### src/rtl/sup_rst_pkg.sv
package sup_rst_pkg;
    typedef enum logic [2:0] {
        ST_IDLE,
        ST_PF_HOLD,
        ST_OSC_WAIT,
        ST_PULSE,
        ST_DEBOUNCE,
        ST_SETTLE,
        ST_WAIT_REL
    } sup_state_e;
endpackage

### src/rtl/sup_line_sync.sv
// Two-flop synchronizer on the sensed line, with falling-edge detection.
// Edges that the block caused itself are masked using a short history of the drive.
module sup_line_sync #(
    parameter int STAGES = 2
) (
    input  logic clk,
    input  logic rst_n,
    input  logic line_in,
    input  logic drive_low,
    output logic line_hi,
    output logic line_fall
);
    localparam int HIST = STAGES + 1;

    logic [STAGES-1:0] sync_q;
    logic              prev_q;
    logic [HIST-1:0]   drv_hist_q;

    always_ff @(posedge clk or negedge rst_n) begin
        if (!rst_n) begin
            sync_q     <= '1;
            prev_q     <= 1'b1;
            drv_hist_q <= '0;
        end else begin
            sync_q     <= {sync_q[STAGES-2:0], line_in};
            prev_q     <= sync_q[STAGES-1];
            drv_hist_q <= {drv_hist_q[HIST-2:0], drive_low};
        end
    end

    assign line_hi   = sync_q[STAGES-1];
    assign line_fall = prev_q && !sync_q[STAGES-1] && !(|drv_hist_q) && !drive_low;
endmodule

### src/rtl/sup_tick_cnt.sv
// Counter of increments that restarts on clear. done marks the increment that reaches the limit.
module sup_tick_cnt #(
    parameter int W = 8
) (
    input  logic         clk,
    input  logic         rst_n,
    input  logic         clr,
    input  logic         inc,
    input  logic [W-1:0] limit,
    output logic         done
);
    logic [W-1:0] cnt_q;

    assign done = inc && (cnt_q == limit - 1'b1);

    always_ff @(posedge clk or negedge rst_n) begin
        if (!rst_n)      cnt_q <= '0;
        else if (clr)    cnt_q <= '0;
        else if (done)   cnt_q <= '0;
        else if (inc)    cnt_q <= cnt_q + 1'b1;
    end
endmodule

### src/rtl/sup_rst_fsm.sv
module sup_rst_fsm
    import sup_rst_pkg::*;
#(
    parameter int CNT_W      = 8,
    parameter int TRST_TICKS = 170,
    parameter int DEB_TICKS  = 170,
    parameter int SETTLE_CYC = 3
) (
    input  logic             clk,
    input  logic             rst_n,
    input  logic             tick,
    input  logic             pwr_fail,
    input  logic             osc_hold_en,
    input  logic             osc_ready,
    input  logic             wdog_req,
    input  logic             line_hi,
    input  logic             line_fall,
    input  logic             cnt_done,
    output logic             cnt_clr,
    output logic             cnt_inc,
    output logic [CNT_W-1:0] cnt_limit,
    output logic             drive_low,
    output logic             busy
);
    localparam logic [CNT_W-1:0] LIM_RST    = CNT_W'(TRST_TICKS);
    localparam logic [CNT_W-1:0] LIM_DEB    = CNT_W'(DEB_TICKS);
    localparam logic [CNT_W-1:0] LIM_SETTLE = CNT_W'(SETTLE_CYC);

    sup_state_e state_q, state_d;

    always_ff @(posedge clk or negedge rst_n) begin
        if (!rst_n) state_q <= ST_IDLE;
        else        state_q <= state_d;
    end

    always_comb begin
        state_d = state_q;
        if (pwr_fail) begin
            state_d = ST_PF_HOLD;
        end else begin
            unique case (state_q)
                ST_IDLE:     if (wdog_req)       state_d = ST_PULSE;
                             else if (line_fall) state_d = ST_DEBOUNCE;
                ST_PF_HOLD:  state_d = (osc_hold_en && !osc_ready) ? ST_OSC_WAIT : ST_PULSE;
                ST_OSC_WAIT: if (osc_ready)      state_d = ST_PULSE;
                ST_PULSE:    if (cnt_done)       state_d = ST_IDLE;
                ST_DEBOUNCE: if (cnt_done)       state_d = ST_SETTLE;
                ST_SETTLE:   if (cnt_done)       state_d = line_hi ? ST_PULSE : ST_WAIT_REL;
                ST_WAIT_REL: if (line_hi)        state_d = ST_PULSE;
                default:                         state_d = ST_IDLE;
            endcase
        end
    end

    always_comb begin
        cnt_clr   = (state_d != state_q);
        cnt_inc   = (state_q == ST_SETTLE) ? 1'b1 : tick;
        unique case (state_q)
            ST_DEBOUNCE: cnt_limit = LIM_DEB;
            ST_SETTLE:   cnt_limit = LIM_SETTLE;
            default:     cnt_limit = LIM_RST;
        endcase
        drive_low = (state_q == ST_PF_HOLD) || (state_q == ST_OSC_WAIT) ||
                    (state_q == ST_PULSE)   || (state_q == ST_DEBOUNCE);
        busy      = (state_q != ST_IDLE);
    end
endmodule

### src/rtl/sup_rst_ctrl.sv
module sup_rst_ctrl #(
    parameter int TRST_TICKS  = 170,
    parameter int DEB_TICKS   = 170,
    parameter int SYNC_STAGES = 2
) (
    input  logic clk,
    input  logic rst_n,
    input  logic tick,
    input  logic pwr_fail,
    input  logic osc_hold_en,
    input  logic osc_ready,
    input  logic wdog_req,
    input  logic rst_line_in,
    output logic rst_drive_low,
    output logic access_block
);
    localparam int SETTLE_CYC = SYNC_STAGES + 1;
    localparam int MAX_LIM    = (TRST_TICKS > DEB_TICKS) ?
                                ((TRST_TICKS > SETTLE_CYC) ? TRST_TICKS : SETTLE_CYC) :
                                ((DEB_TICKS  > SETTLE_CYC) ? DEB_TICKS  : SETTLE_CYC);
    localparam int CNT_W      = $clog2(MAX_LIM + 1);

    logic             line_hi, line_fall;
    logic             cnt_clr, cnt_inc, cnt_done, busy;
    logic [CNT_W-1:0] cnt_limit;

    sup_line_sync #(.STAGES(SYNC_STAGES)) u_sync (
        .clk(clk), .rst_n(rst_n), .line_in(rst_line_in), .drive_low(rst_drive_low),
        .line_hi(line_hi), .line_fall(line_fall)
    );

    sup_tick_cnt #(.W(CNT_W)) u_cnt (
        .clk(clk), .rst_n(rst_n), .clr(cnt_clr), .inc(cnt_inc),
        .limit(cnt_limit), .done(cnt_done)
    );

    sup_rst_fsm #(
        .CNT_W(CNT_W), .TRST_TICKS(TRST_TICKS), .DEB_TICKS(DEB_TICKS), .SETTLE_CYC(SETTLE_CYC)
    ) u_fsm (
        .clk(clk), .rst_n(rst_n), .tick(tick), .pwr_fail(pwr_fail),
        .osc_hold_en(osc_hold_en), .osc_ready(osc_ready), .wdog_req(wdog_req),
        .line_hi(line_hi), .line_fall(line_fall), .cnt_done(cnt_done),
        .cnt_clr(cnt_clr), .cnt_inc(cnt_inc), .cnt_limit(cnt_limit),
        .drive_low(rst_drive_low), .busy(busy)
    );

    assign access_block = busy || !line_hi;
endmodule

### config.mk
export PLATFORM = sky130hd
export DESIGN_NAME = sup_rst_ctrl
export DESIGN_NICKNAME = d
export VERILOG_FILES = /design/src/rtl/sup_rst_pkg.sv /design/src/rtl/sup_line_sync.sv /design/src/rtl/sup_tick_cnt.sv /design/src/rtl/sup_rst_fsm.sv /design/src/rtl/sup_rst_ctrl.sv
export SDC_FILE = /design/constraint.sdc
export NUM_CORES = 1
export LEC_CHECK = 0
export BUFFER_PORTS_ARGS = -buffer_cell sky130_fd_sc_hd__buf_2
export CAP_MARGIN = 20
export CORE_MARGIN = 2
export CORE_UTILIZATION = 51
export DETAILED_ROUTE_END_ITERATION = 7
export GPL_TIMING_DRIVEN = 0
export PLACE_DENSITY = 0.7
export SLEW_MARGIN = 25
export SYNTH_ARGS = -nofsm -noshare
export SYNTH_HDL_FRONTEND = slang
export SYNTH_HIERARCHICAL = 1
export SYNTH_SLANG_ARGS = --single-unit
### constraint.sdc
create_clock -name clk -period 5.9 [get_ports clk]
set_clock_uncertainty 0.05 [all_clocks]
set_input_delay 0.59 -clock clk [delete_from_list [all_inputs] [get_ports clk]]
set_output_delay 0.59 -clock clk [all_outputs]
set_load 0.05 [all_outputs]
==> metrics.csv, run 1 <==
metric,value,unit
Syn Inst Count,158,
number of flops mapped to enable cells by yosys,0,
# hold bufs at CTS,0,
Fill cells,229,
Diodes inserted,0,
"Clk Latency, worst-skew pair",0.29,ns
initial antenna violation count,0,
leakage,0.000689,uW
clock power share,0.259,
RSZ-0062 raised after global routing,false,
final hold violations,0,
DRC,0,
multi-input logic area,822,sq um
Worst setup startpoint,u_fsm/state_q[2],
crit path max fanout,10,
"FFs w/ async S/R, synth",1.00,
Post-CTS Setup Bufs,0,
"Top FF cell, synth",dfrtp_1,
"Clk pin slew, worst setup/hold paths",0.10,ns
most frequent cells in the layout,"14 x buf_2, 14 x dfrtp_1, 13 x nand2_1",
Synth cell types,54,
Via density,5.95,
Worst R2R Setup Slack,1.10,ns
H-tree levels,1,
"Avg Cell Area, Syn",8.65,sq um
DP Wirelength,2160,um
fin crit share,0.813,
vias in the first global route,1180,
register area,429,sq um
maxcap violations,0,
layout cells sized above 1,0.214,
area added between synthesis and finish,8.61,%
Tmin final,4.80,ns
sequential share of power,0.541,
sequential area share after synthesis,0.314,
Setup crit end,u_cnt/cnt_q[7],
port bufs,9,
synthesized area,1370,sq um
num ports,10,
startpoint types,flop,
clock buffer count from CTS,3,
Final #Nets,184,
global-route wire length before repair,4880,um
largest net degree at the start of global routing,18,
Die H,55.8,um
hold slack,0.147,ns
Overflow after GRT,0,
Reg-to-Reg Start,u_fsm/state_q[2],
clk sinks,17,
setup TNS,0,ns
WP data required,6.08,ns
clock tree buffer depth,2,
CTS tree,built,
cts repair resizes,0,
type of destination of the critical path,flop,
Setup Crit Path Kind,flop to flop,
status,finished clean,
final setup margin,1.10,ns
total internal power,166,uW
hold crit path type,primary input to async pin,
initial drt markers,36,
Vias,1208,
fmax,0.209,GHz
synth warn,6,
CTS root buffer,clkbuf_4,
"Setup violations, final",0,
Max Slew Vio Count,0,
logic gate share of total power,0.200,
switching share of power,0.291,
Total GRT Usage,0.191,
RePlAce Congestion,0.875,
die area,3110,sq um
Routed Antenna Nets,0,
core area,2500,sq um
reg2reg end,u_cnt/cnt_q[7],
Reg2Reg Depth,17,
wire length per cell,14.6,um
die width,55.8,um
post-place setup slack,1.21,ns
arrival time at the worst endpoint,4.98,ns
NetSw,68.3,uW
Worst VDD drop,0.187,mV
PwrDens,158,nW/um^2
Rows,18,
DRT Wirelength,2970,um
drt first pass iters,4,
Initial Util,0.547,
post-synthesis register bit count,17,
worst max-delay path, stage by stage (launching register included):
cell	delay, ns
dfrtp_1	0.33
clkbuf_1	0.33
nand3_1	0.42
inv_1	0.28
inv_1	0.08
ha_1	0.31
xor2_1	0.14
nand3_1	0.12
a2111oi_0	0.43
o211a_1	0.31
a21oi_1	0.11
o2111a_1	0.25
a211o_1	0.30
a221o_1	0.44
clkbuf_1	0.27
nor4b_1	0.38
o21ai_1	0.10
nand2_1	0.09
power groups by stage:
stage	Sequential, uW	Combinational [uW]	Clock, uW
floorplan	128	34.2	0
global route	128	51.4	71.1
finish	127	46.9	60.6
detailed placement	129	44.9	0
global placement	129	43.2	0
CTS	127	45.0	64.7
worst min path at each step:
stage	cells past startpoint	slack (ns)	to	from
6_report	1	0.15	u_cnt/cnt_q[0]	rst_n
3_5_place_dp	0	0.30	u_sync/sync_q[1]	u_sync/sync_q[0]
5_1_grt	1	0.15	u_fsm/state_q[0]	rst_n
4_1_cts	1	0.14	u_cnt/cnt_q[1]	rst_n
3_3_place_gp	0	0.30	u_sync/sync_q[1]	u_sync/sync_q[0]
2_1_floorplan	0	0.24	u_cnt/cnt_q[0]	rst_n
cells in the mapped netlist, drive strengths merged, types with 2 or more instances:
cell / n / area share
dfstp: 3 / 0.058
dfrtp: 14 / 0.26
nor4bb: 3 / 0.022
o32ai: 2 / 0.013
nor3b: 3 / 0.016
xnor2: 6 / 0.038
nand3: 6 / 0.022
clkbuf: 2 / 0.0055
nor4b: 2 / 0.013
xor2: 2 / 0.013
and3: 4 / 0.018
nand2: 13 / 0.036
a21oi: 9 / 0.033
o21ai: 9 / 0.033
and3b: 3 / 0.019
nor3: 6 / 0.026
conb: 2 / 0.0055
nand2b: 6 / 0.027
or2: 2 / 0.0092
a221oi: 2 / 0.017
buf: 12 / 0.060
o21bai: 2 / 0.011
ha: 2 / 0.018
nor2: 8 / 0.022
inv: 9 / 0.025
o211ai: 3 / 0.024
a22oi: 2 / 0.011
per-layer routing:
metal  up-vias  wire (um)  global-route usage
met5         -          0                   0
met1       573       1380               0.241
met3         7         96              0.0209
met4         0         46               0.115
li1        599          -                   -
met2        29       1440               0.313
sequential cells by signal, summed over array words and instances, names as in the netlist:
register / flops
u_cnt/cnt_q: 8
u_sync/prev_q: 1
u_fsm/state_q: 3
u_sync/drv_hist_q: 3
u_sync/sync_q: 2
per-stage QoR:
| stage | cells | utilization | cell area, sq um | power (uW) |
|---|---|---|---|---|
| 6_report | 203 | 0.594 | 1480 | 234 |
| 2_1_floorplan | 160 | - | 1370 | 162 |
| 5_1_grt | 203 | 0.594 | 1480 | 250 |
| 3_3_place_gp | 199 | 0.583 | 1460 | 172 |
| 3_5_place_dp | 199 | 0.583 | 1460 | 174 |
| 4_1_cts | 203 | 0.594 | 1480 | 236 |
cell families (layout without fill, tap and decap cells):
family	count (synthesis)	after routing	share of synthesized area
and+or+nand+nor	63	63	0.279
AOI/OAI and AO/OA	43	43	0.242
buffers and inverters	23	36	0.0897
DFF	17	17	0.314
xor gates and xnor gates	8	8	0.0513
adders and majority gates	2	2	0.0183
other	2	4	0.00550
final cells by class:
cell class                 instances  area share
buffer                            14      0.0599
clock buffer                       3      0.0152
clock inverter                     1     0.00337
inverter                           9      0.0228
multi-input combinational        120       0.554
sequential                        17       0.289
tap                               30      0.0253
timing repair buffer               9      0.0304
No activity file was read; power rests on OpenSTA's default activity.
==> run 2, diff against run 1 <==
clock period = 5 ns   (was 5.9 ns; I/O delays follow)
==> metrics.csv, run 2 (synthesized netlist as in run 1, its figures left out) <==
metric,value,unit
"Cell Chain, Critical Path","clkbuf_1, nand3_2, inv_1, inv_1, ha_1, xor2_1, nand3_1, a2111oi_0, o211a_1, a21oi_1, o2111a_1, a211o_1, a221o_1, clkbuf_1, nor4b_1, o21ai_1, nand2_1",
Routed Antenna Nets,0,
drt first pass iters,4,
Post-Layout Inst Area,1490,sq um
clock tree buffer depth,2,
area added between synthesis and finish,8.97,%
Biggest register,u_cnt/cnt_q,
Setup Crit Path Kind,flop to flop,
CTS root buffer,clkbuf_4,
worst path bufs/invs,4,
RePlAce Congestion,0.875,
Max Slew Vio Count,0,
RSZ-0062 raised after global routing,false,
DRT Wirelength,2990,um
Die H,55.8,um
Reg2Reg Depth,17,
post-place instance area,1460,sq um
NetSw,80.9,uW
# hold bufs at CTS,0,
Post-CTS Setup Bufs,0,
Via density,6.00,
Finished Core Util,0.596,
Largest register FFs,8,
clk sinks,17,
placed instance count,199,
Overflow after GRT,0,
CTS tree,built,
reg2reg end,u_cnt/cnt_q[7],
clock buffer count from CTS,3,
layout cells sized above 1,0.220,
final hold violations,0,
hold crit path type,primary input to async pin,
num ports,10,
PwrDens,186,nW/um^2
leakage,0.000689,uW
Slowest Stage Delay on Critical Path,0.44,ns
"Slowest-stage cell, CP",a221o_1,
register area,429,sq um
switching share of power,0.292,
die area,3110,sq um
fmax,0.215,GHz
WP data required,5.18,ns
Final #Nets,184,
Levels on crit path,17,
hold slack,0.0573,ns
Initial Util,0.547,
sequential share of power,0.540,
vias in the first global route,1180,
largest net degree at the start of global routing,18,
die width,55.8,um
multi-input logic area,827,sq um
DP Wirelength,2160,um
Worst VDD drop,0.221,mV
setup TNS,0,ns
initial drt markers,43,
"Clk Latency, worst-skew pair",0.29,ns
type of destination of the critical path,flop,
final std cells w/o fill,203,
logic gate share of total power,0.202,
Crit path max-delay family,compound AO/OA/AOI/OAI gates,
wire length per cell,14.7,um
maxcap violations,0,
cts repair resizes,0,
"Setup violations, final",0,
clock power share,0.258,
startpoint types,flop,
status,finished clean,
Tmin final,4.66,ns
crit path max fanout,10,
Vias,1217,
Worst R2R Setup Slack,0.34,ns
Fill cells,228,
arrival time at the worst endpoint,4.84,ns
DRC,0,
H-tree levels,1,
Diodes inserted,0,
port bufs,9,
fin crit share,0.932,
most frequent cells in the layout,"14 x buf_2, 14 x dfrtp_1, 13 x nand2_1",
Total GRT Usage,0.191,
core area,2500,sq um
Top Registers,"u_cnt/cnt_q (8), u_fsm/state_q (3), u_sync/drv_hist_q (3)",
total internal power,196,uW
Reg-to-Reg Start,u_fsm/state_q[2],
initial antenna violation count,0,
Rows,18,
global-route wire length before repair,4880,um
"Clk pin slew, worst setup/hold paths",0.10,ns
[run 2: through the flow]
stage / power [uW] / setup WS, ns
4_1_cts: 279 / 0.277
5_1_grt: 295 / 0.0523
3_5_place_dp: 205 / 0.310
6_report: 277 / 0.341
3_3_place_gp: 203 / 0.397
2_1_floorplan: 191 / 1.01
[run 2: worst max path at each step]
stage,start,slack [ns],endpoint
2_1_floorplan,u_fsm/state_q[2],1.01,u_cnt/cnt_q[7]
3_3_place_gp,u_fsm/state_q[2],0.40,u_cnt/cnt_q[6]
3_5_place_dp,u_fsm/state_q[2],0.31,u_cnt/cnt_q[7]
4_1_cts,u_fsm/state_q[2],0.28,u_cnt/cnt_q[7]
5_1_grt,u_fsm/state_q[2],0.05,u_cnt/cnt_q[6]
6_report,u_fsm/state_q[2],0.34,u_cnt/cnt_q[7]
[run 2: power by group through the flow]
stage / clock network (uW) / registers (uW) / logic (uW)
floorplan: 0 / 150 / 40.3
global placement: 0 / 152 / 51.0
detailed placement: 0 / 152 / 53.0
CTS: 76.4 / 149 / 53.1
global route: 83.9 / 151 / 60.9
finish: 71.6 / 149 / 55.8
[run 2: routing by layer]
metal | part of all wire | global-route usage | up-vias
met2 | 0.49 | 0.313 | 41
met4 | 0.015 | 0.115 | 0
li1 | - | - | 595
met5 | 0 | 0 | -
met3 | 0.050 | 0.0209 | 7
met1 | 0.45 | 0.241 | 574
[run 2: final cells by class]
| class | count | share of cell area |
|---|---|---|
| clock inverters | 1 | 0.00336 |
| flip-flops and latches | 17 | 0.288 |
| plain buffers | 14 | 0.0597 |
| clock buffers | 3 | 0.0151 |
| repair buffers | 9 | 0.0303 |
| multi-input cells | 120 | 0.555 |
| well taps | 30 | 0.0252 |
| inverters | 9 | 0.0227 |
